`src/rtl/sps_pkg.sv`:
```
package sps_pkg;

  typedef enum logic [2:0] {
    OP_NOP     = 3'd0,
    OP_ENABLE  = 3'd1,
    OP_DISABLE = 3'd2,
    OP_RDSTAT  = 3'd3,
    OP_WRSTAT  = 3'd4,
    OP_MEMWR   = 3'd5
  } op_e;

  localparam int STAT_W   = 8;
  localparam int LATCH_IX = 1;
  localparam int PROT_LO  = 2;
  localparam int PROT_HI  = 3;

  // bits that never follow live state, and the values they carry
  localparam logic [STAT_W-1:0] HARD_MASK = 8'hF1;
  localparam logic [STAT_W-1:0] HARD_VAL  = 8'h40;

  typedef enum logic [1:0] {
    PROT_NONE  = 2'b00,
    PROT_QUART = 2'b01,
    PROT_HALF  = 2'b10,
    PROT_ALL   = 2'b11
  } prot_e;

endpackage

```
`src/rtl/sps_cmd_decode.sv`:
```
module sps_cmd_decode
  import sps_pkg::*;
(
  input  logic       clk,
  input  logic       rst_n,
  input  logic       cs_n,
  input  logic       cmd_valid,
  input  logic [2:0] cmd_op,
  output logic       do_set,
  output logic       do_clr,
  output logic       do_wrstat,
  output logic       do_memwr,
  output logic       sel_end
);

  logic cs_n_q;
  logic cs_n_d;
  logic active;

  always_comb begin
    cs_n_d = cs_n;
  end

  always_ff @(posedge clk or negedge rst_n) begin
    if (!rst_n) begin
      cs_n_q <= 1'b1;
    end else begin
      cs_n_q <= cs_n_d;
    end
  end

  always_comb begin
    active    = cmd_valid & ~cs_n;
    do_set    = active & (cmd_op == OP_ENABLE);
    do_clr    = active & (cmd_op == OP_DISABLE);
    do_wrstat = active & (cmd_op == OP_WRSTAT);
    do_memwr  = active & (cmd_op == OP_MEMWR);
    sel_end   = cs_n & ~cs_n_q;
  end

endmodule

```
`src/rtl/sps_latch.sv`:
```
module sps_latch (
  input  logic clk,
  input  logic rst_n,
  input  logic do_set,
  input  logic do_clr,
  input  logic do_wrstat,
  input  logic do_memwr,
  input  logic sel_end,
  output logic wel
);

  logic wel_q, wel_d;
  logic arm_q, arm_d;
  logic upd;

  // next-state: an end of select consumes the armed clear
  always_comb begin
    wel_d = wel_q;
    arm_d = arm_q;
    if (sel_end) begin
      if (arm_q) begin
        wel_d = 1'b0;
      end
      arm_d = 1'b0;
    end else begin
      if ((do_wrstat | do_memwr) & wel_q) begin
        arm_d = 1'b1;
      end
      if (do_set) begin
        wel_d = 1'b1;
      end
      if (do_clr) begin
        wel_d = 1'b0;
      end
    end
    upd = (wel_d != wel_q) | (arm_d != arm_q);
  end

  always_ff @(posedge clk or negedge rst_n) begin
    if (!rst_n) begin
      wel_q <= 1'b0;
      arm_q <= 1'b0;
    end else if (upd) begin
      wel_q <= wel_d;
      arm_q <= arm_d;
    end
  end

  assign wel = wel_q;

endmodule

```
`src/rtl/sps_protect_reg.sv`:
```
module sps_protect_reg (
  input  logic       clk,
  input  logic       rst_n,
  input  logic       wel,
  input  logic       do_wrstat,
  input  logic [1:0] new_prot,
  output logic [1:0] prot
);

  logic [1:0] prot_q, prot_d;
  logic       load;

  always_comb begin
    load   = do_wrstat & wel;
    prot_d = new_prot;
  end

  always_ff @(posedge clk or negedge rst_n) begin
    if (!rst_n) begin
      prot_q <= 2'b00;
    end else if (load) begin
      prot_q <= prot_d;
    end
  end

  assign prot = prot_q;

endmodule

```
`src/rtl/sps_range_check.sv`:
```
module sps_range_check
  import sps_pkg::*;
#(
  parameter int ADDR_W = 15
) (
  input  logic [1:0]        prot,
  input  logic              wel,
  input  logic [ADDR_W-1:0] addr,
  output logic              permit
);

  localparam int TOP = ADDR_W - 1;

  logic locked;

  always_comb begin
    unique case (prot)
      PROT_NONE:  locked = 1'b0;
      PROT_QUART: locked = addr[TOP] & addr[TOP-1];
      PROT_HALF:  locked = addr[TOP];
      default:    locked = 1'b1;
    endcase
    permit = wel & ~locked;
  end

endmodule

```
`src/rtl/sps_status_guard.sv`:
```
module sps_status_guard
  import sps_pkg::*;
#(
  parameter int ADDR_W = 15
) (
  input  logic              clk,
  input  logic              rst_n,
  input  logic              cs_n,
  input  logic              cmd_valid,
  input  logic [2:0]        cmd_op,
  input  logic [7:0]        wr_data,
  input  logic [ADDR_W-1:0] mem_addr,
  output logic [7:0]        status_o,
  output logic              permit_o
);

  logic       do_set, do_clr, do_wrstat, do_memwr, sel_end;
  logic       wel;
  logic [1:0] prot;
  logic [STAT_W-1:0] live;

  sps_cmd_decode u_dec (
    .clk       (clk),
    .rst_n     (rst_n),
    .cs_n      (cs_n),
    .cmd_valid (cmd_valid),
    .cmd_op    (cmd_op),
    .do_set    (do_set),
    .do_clr    (do_clr),
    .do_wrstat (do_wrstat),
    .do_memwr  (do_memwr),
    .sel_end   (sel_end)
  );

  sps_latch u_latch (
    .clk       (clk),
    .rst_n     (rst_n),
    .do_set    (do_set),
    .do_clr    (do_clr),
    .do_wrstat (do_wrstat),
    .do_memwr  (do_memwr),
    .sel_end   (sel_end),
    .wel       (wel)
  );

  sps_protect_reg u_prot (
    .clk       (clk),
    .rst_n     (rst_n),
    .wel       (wel),
    .do_wrstat (do_wrstat),
    .new_prot  (wr_data[PROT_HI:PROT_LO]),
    .prot      (prot)
  );

  sps_range_check #(.ADDR_W(ADDR_W)) u_range (
    .prot   (prot),
    .wel    (wel),
    .addr   (mem_addr),
    .permit (permit_o)
  );

  always_comb begin
    live                   = '0;
    live[LATCH_IX]         = wel;
    live[PROT_HI:PROT_LO]  = prot;
  end

  // each status bit is either hard-wired or taken from live state
  for (genvar b = 0; b < STAT_W; b++) begin : g_stat
    if (HARD_MASK[b]) begin : g_hard
      assign status_o[b] = HARD_VAL[b];
    end else begin : g_live
      assign status_o[b] = live[b];
    end
  end

endmodule

```
`config.mk`:
```
export PLATFORM = sky130hd
export DESIGN_NAME = sps_status_guard
export DESIGN_NICKNAME = d
export VERILOG_FILES = /design/src/rtl/sps_pkg.sv /design/src/rtl/sps_cmd_decode.sv /design/src/rtl/sps_latch.sv /design/src/rtl/sps_protect_reg.sv /design/src/rtl/sps_range_check.sv /design/src/rtl/sps_status_guard.sv
export SDC_FILE = /design/constraint.sdc
export NUM_CORES = 1
export LEC_CHECK = 0
export BUFFER_PORTS_ARGS = -buffer_cell sky130_fd_sc_hd__clkbuf_2
export CAP_MARGIN = 20
export CORE_AREA = 2 2 39 41
export DETAILED_ROUTE_END_ITERATION = 16
export DIE_AREA = 0 0 41 43
export PLACE_DENSITY = 0.69
export SLEW_MARGIN = 20
export SYNTH_ARGS = -nofsm -noshare
export SYNTH_HDL_FRONTEND = slang
export SYNTH_SLANG_ARGS = --single-unit
```
`constraint.sdc`:
```
create_clock -name clk -period 1.25 [get_ports clk]
set_input_delay 0 -clock clk [delete_from_list [all_inputs] [get_ports clk]]
set_output_delay 0 -clock clk [all_outputs]
set_load 0.05 [all_outputs]
```
Yosys cells after proc, flatten, opt, wreduce, memory -nomap -nowiden
Cells that the tools add are included.

Output and inout bits: 9. Input port bits: 30. Register bits: 5. Logic and storage cells: 35.

Multiplexer cells: 7. Reduce and logical (&&, ||, !) cells: 1. Equal/unequal tests: 8. Bitwise gates (word level): 15.

Operator list (number): 1-bit AND (10); 3-bit == test, second input constant (2); 1-bit 2-to-1 mux (6); 3-bit by 1-bit == test with 1-bit output, second input constant (1); 3-bit by 2-bit == test with 1-bit output, second input constant (1); 1-bit NOT (3); 1-bit case mux with 3 select lines (1); 2-bit by 1-bit == test with 1-bit output, second input constant (1); 2-bit == test, second input constant (1); 2-bit zero test (1); 1-bit != test (2); 1-bit bitwise OR (2).

Depth between registers and ports, before layout
Depth after elaboration: 9. Depth in mapped cells: 3. Gate-level depth less buffers: 3.

Modules after synthesis
A second synthesis with hierarchy kept.

Cell total of the unflattened synthesis: 33. Area total of the unflattened synthesis: 312.8 um2.

Modules (own cells, without submodules): sps_latch (instances 1, area an instance 87.6 um2, seq. area each 50.0 um2, cells an instance 8); sps_cmd_decode (instances 1, area an instance 80.1 um2, seq. area each 26.3 um2, cells an instance 9); sps_protect_reg (instances 1, area an instance 76.3 um2, seq. area each 50.0 um2, cells an instance 5); sps_status_guard (instances 1, area an instance 52.6 um2, seq. area each 0.0 um2, cells an instance 8); sps_range_check (instances 1, area an instance 16.3 um2, seq. area each 0.0 um2, cells an instance 3).

Least setup slack after synthesis
No wires, ideal clock.

Path kind: register -> register. Start point: register u_latch.wel_q (netlist: u_latch.wel). End point: register u_prot.prot_q[0] (netlist: u_prot.prot[0]). Clock period less this slack: 1.280 ns. Setup time: 0.125 ns. Path buffers: 0. Setup slack: -0.030 ns. Stages on the path, launching flop included: 4. Required time: 1.125 ns. Arrival: 1.155 ns. Path through: dfrtp_1 -> nand2_1 -> or4_4 -> mux2_4.

Longest elaborated chain between the ends: 1.

Ends and longest elaborated chain: start: declaration (RTL line sps_latch.sv:12) `logic wel_q, wel_d;`; start signal: assignment (RTL line sps_latch.sv:44) `wel_q <= wel_d;`; 1-bit AND (RTL line sps_protect_reg.sv:14) `load = do_wrstat & wel;`; end signal: assignment (RTL line sps_protect_reg.sv:22) `prot_q <= prot_d;`; end: declaration (RTL line sps_protect_reg.sv:10) `logic [1:0] prot_q, prot_d;`.

No other way between the ends. A chain may end at the register's enable or synchronous reset.

Final worst setup path
Start point: register u_latch.wel_q (netlist: u_latch.wel). End point: register u_prot.prot_q[1] (netlist: u_prot.prot[1]).

The elaborated chain is that of the path after synthesis.

==> out/qor.yml <==
status: "finished, violations left"
violations: "negative setup slack"
synthToLayoutAreaGrowth_pct: 50.6
cpMaxStageDelayCell: "or4_4"
multiInputGateArea_sq_um: 146
synth-compound-area-share_pct: 7.23
met1_usage_pct: 10.5
crit_buf_inv: 0
drive_gt1_share_pct: 52.8
min_period_over_period_pct: 102
ant_nets: 0
grt_use_met2_pct: 14.1
setup_viol: 2
yosysUniqueCellTypes: 17
coreArea_sq_um: 1380
fmax_mhz: 784
synth_top_family_by_area: "simple AND/OR/NAND/NOR gates"
die-area_sq_um: 1760
use_met3_pct: 7.85
n_antenna_cell: 0
placedCellCount: 59
syn-cell-area_sq_um: 312
hold_viol: 0
slowest_delay_ns: 0.44
grt_start_max_net_pins: 6
clock_path_buffers: 2
startpoint_type: "flip-flop"
drc: 0
antenna_found_initial: 0
start_util_pct: 22.5
cts_tree: "done"
critical_path.endpoint: "u_prot.prot[1]$_DFFE_PN0P_"
yosys.area_share.adder_pct: 0
skew_ns: 0.00613
critPathTopFamily: "simple AND/OR/NAND/NOR gates"
path_cells: "nand2_2 > or4_4 > mux2_4"
final_cell_count_no_fill: 69
busiest_layer: "met2"
vias: 289
grt_pass1_vias: 295
criticalPathCategory: "reg2reg"
peakVddDrop_mv: 0.470
chipWidth_um: 41
dr.pass1.iters: 2
crit_start: "u_latch.wel$_DFFE_PN0P_"
rsz0062_at_grt: "true"
nNetsFinal: 84
cts_sinks: 5
yosysWarnings: 0
worst_r2r_startpoint: "u_latch.wel$_DFFE_PN0P_"
crit_path_end_kind: "flip-flop"
die_h_um: 43
port_buffers: 14
r2r_end: "u_prot.prot[1]$_DFFE_PN0P_"
root_buffer: "clkbuf_4"
syn_inst: 30
finalWirelength_um: 672
place_congestion: 0.696
grt_use_total_pct: 10.8
slew_viol_final: 0
synth_simple_gate_area_share_pct: 23.3
synth-seq-cells: 5
worstPathRequired_ns: 1.38
seqCellArea_sq_um: 126
final_common_cell: "clkbuf_2"
io_pins: 39
fin_ws_ns: -0.0258
grt_pass1_wl_um: 1150
vias_per_cell: 4.19
syn_avg_cell_area_sq_um: 10.4
most-common-layout-cells: "clkbuf_2 (13), conb_1 (5), buf_4 (5)"
cp_num_cells: 3
h-tree-depth: 1
period_minus_slack_ns: 1.28
cts_buffers: 3
clock_latency_ns: 0.25
clkSlewWorstSetupHoldPaths_ns: 0.05
wl_per_cell_um: 9.74
ys_seq_area_share_pct: 40.6
overflow: 0
holdWs_ns: 0.0593
holdCritPathClass: "in2reg"
p_leak_uw: 0.000244
power_density_nw_per_um2: 1470
synthMuxAreaShare_pct: 9.64
drt_iter0_drc: 3
rows: 14
arrival_ns: 1.41
hpwl_um: 467
fillers: 144
reg2regPathDepth: 3
ff2ff_setup_slack_ns: -0.03
drv_cap: 0
cp_max_fo: 2
synth_xor_area_share_pct: 0
[state kept, by name (all words and copies together) (netlist names)]
name           flops
u_dec.cs_n_q       1
u_latch.arm_q      1
u_latch.wel        1
u_prot.prot        2
[where the power goes]
group / total [uW] / leakage [uW] / switching (uW) / internal, uW
registers: 208 / 0.0000581 / 19.4 / 189
clock network: 193 / 0.0000150 / 72.2 / 121
logic: 288 / 0.000171 / 189 / 99.7
total: 690 / 0.000244 / 280 / 410
[cells in the mapped netlist, drive strengths merged]
master   n  share of area (%)
nand3b   1                2.4
conb     2                2.4
o21ai    1                1.6
or4      1                3.6
o311ai   1                2.8
nand2    1                1.2
a2bb2oi  1                2.8
nand2b   1                4.4
dfstp    1                8.4
inv      2                2.4
and3     1                2.0
nor3     1                1.6
or4b     1                3.2
mux2     2                9.6
dfrtp    4                 32
nand3    3                4.8
buf      6                 14
[per-stage QoR]
stage | setup WS [ns] | instance area (sq um) | TNS (ns) | utilization, % | total power (uW)
finish | -0.0258 | 469 | -0.0510 | 33.9 | 690
global route | -0.0808 | 469 | -0.157 | 33.9 | 739
CTS | -0.0302 | 457 | -0.0594 | 33.0 | 687
detailed placement | -0.0334 | 383 | -0.0658 | 27.7 | 472
global placement | -0.0211 | 383 | -0.0406 | 27.7 | 468
floorplan | -0.0303 | 323 | -0.0606 | - | 423
[final cells by class]
| class | instances | area share (%) |
|---|---|---|
| Inverter | 2 | 1.60 |
| Timing Repair Buffer | 22 | 30.4 |
| Clock buffer | 4 | 5.60 |
| Sequential cell | 5 | 26.9 |
| Tap cell | 16 | 4.27 |
| Multi-Input combinational cell | 20 | 31.2 |
[kinds of logic after synthesis]
family	Yosys count
AOI/OAI and AO/OA	3
buffers and inverters	8
DFF	5
muxes	2
other	2
and+or+nand+nor	10
[worst reg2reg max path: stages (launching register included)]
cell	delay [ns]
dfrtp_1	0.36
nand2_2	0.06
or4_4	0.44
mux2_4	0.31
[worst min-delay path by stage]
stage | start | end | cells after the start
final | cmd_op[0] | u_latch.wel$_DFFE_PN0P_ | 3
after global routing | cmd_op[0] | u_latch.wel$_DFFE_PN0P_ | 3
after CTS | cmd_op[0] | u_latch.wel$_DFFE_PN0P_ | 3
after detailed placement | rst_n | u_prot.prot[1]$_DFFE_PN0P_ | 1
after global placement | rst_n | u_prot.prot[1]$_DFFE_PN0P_ | 1
after floorplan | rst_n | u_latch.arm_q$_DFFE_PN0P_ | 0
[routing by layer]
metal	up-vias	share of wire (%)
met4	0	2.8
li1	141	-
met3	3	9.8
met2	19	45
met5	-	0
met1	126	42
[timing repair]
item / 4_1_cts / 5_1_grt
setup buffers: 1 / 1
endpoints found under the hold margin: 8 / 0
endpoints found under the setup margin: 2 / 3
hold buffers: 4 / 0
gates resized for setup: 0 / 4
gates cloned: 0 / 0
(Power assumes the default switching activity.)
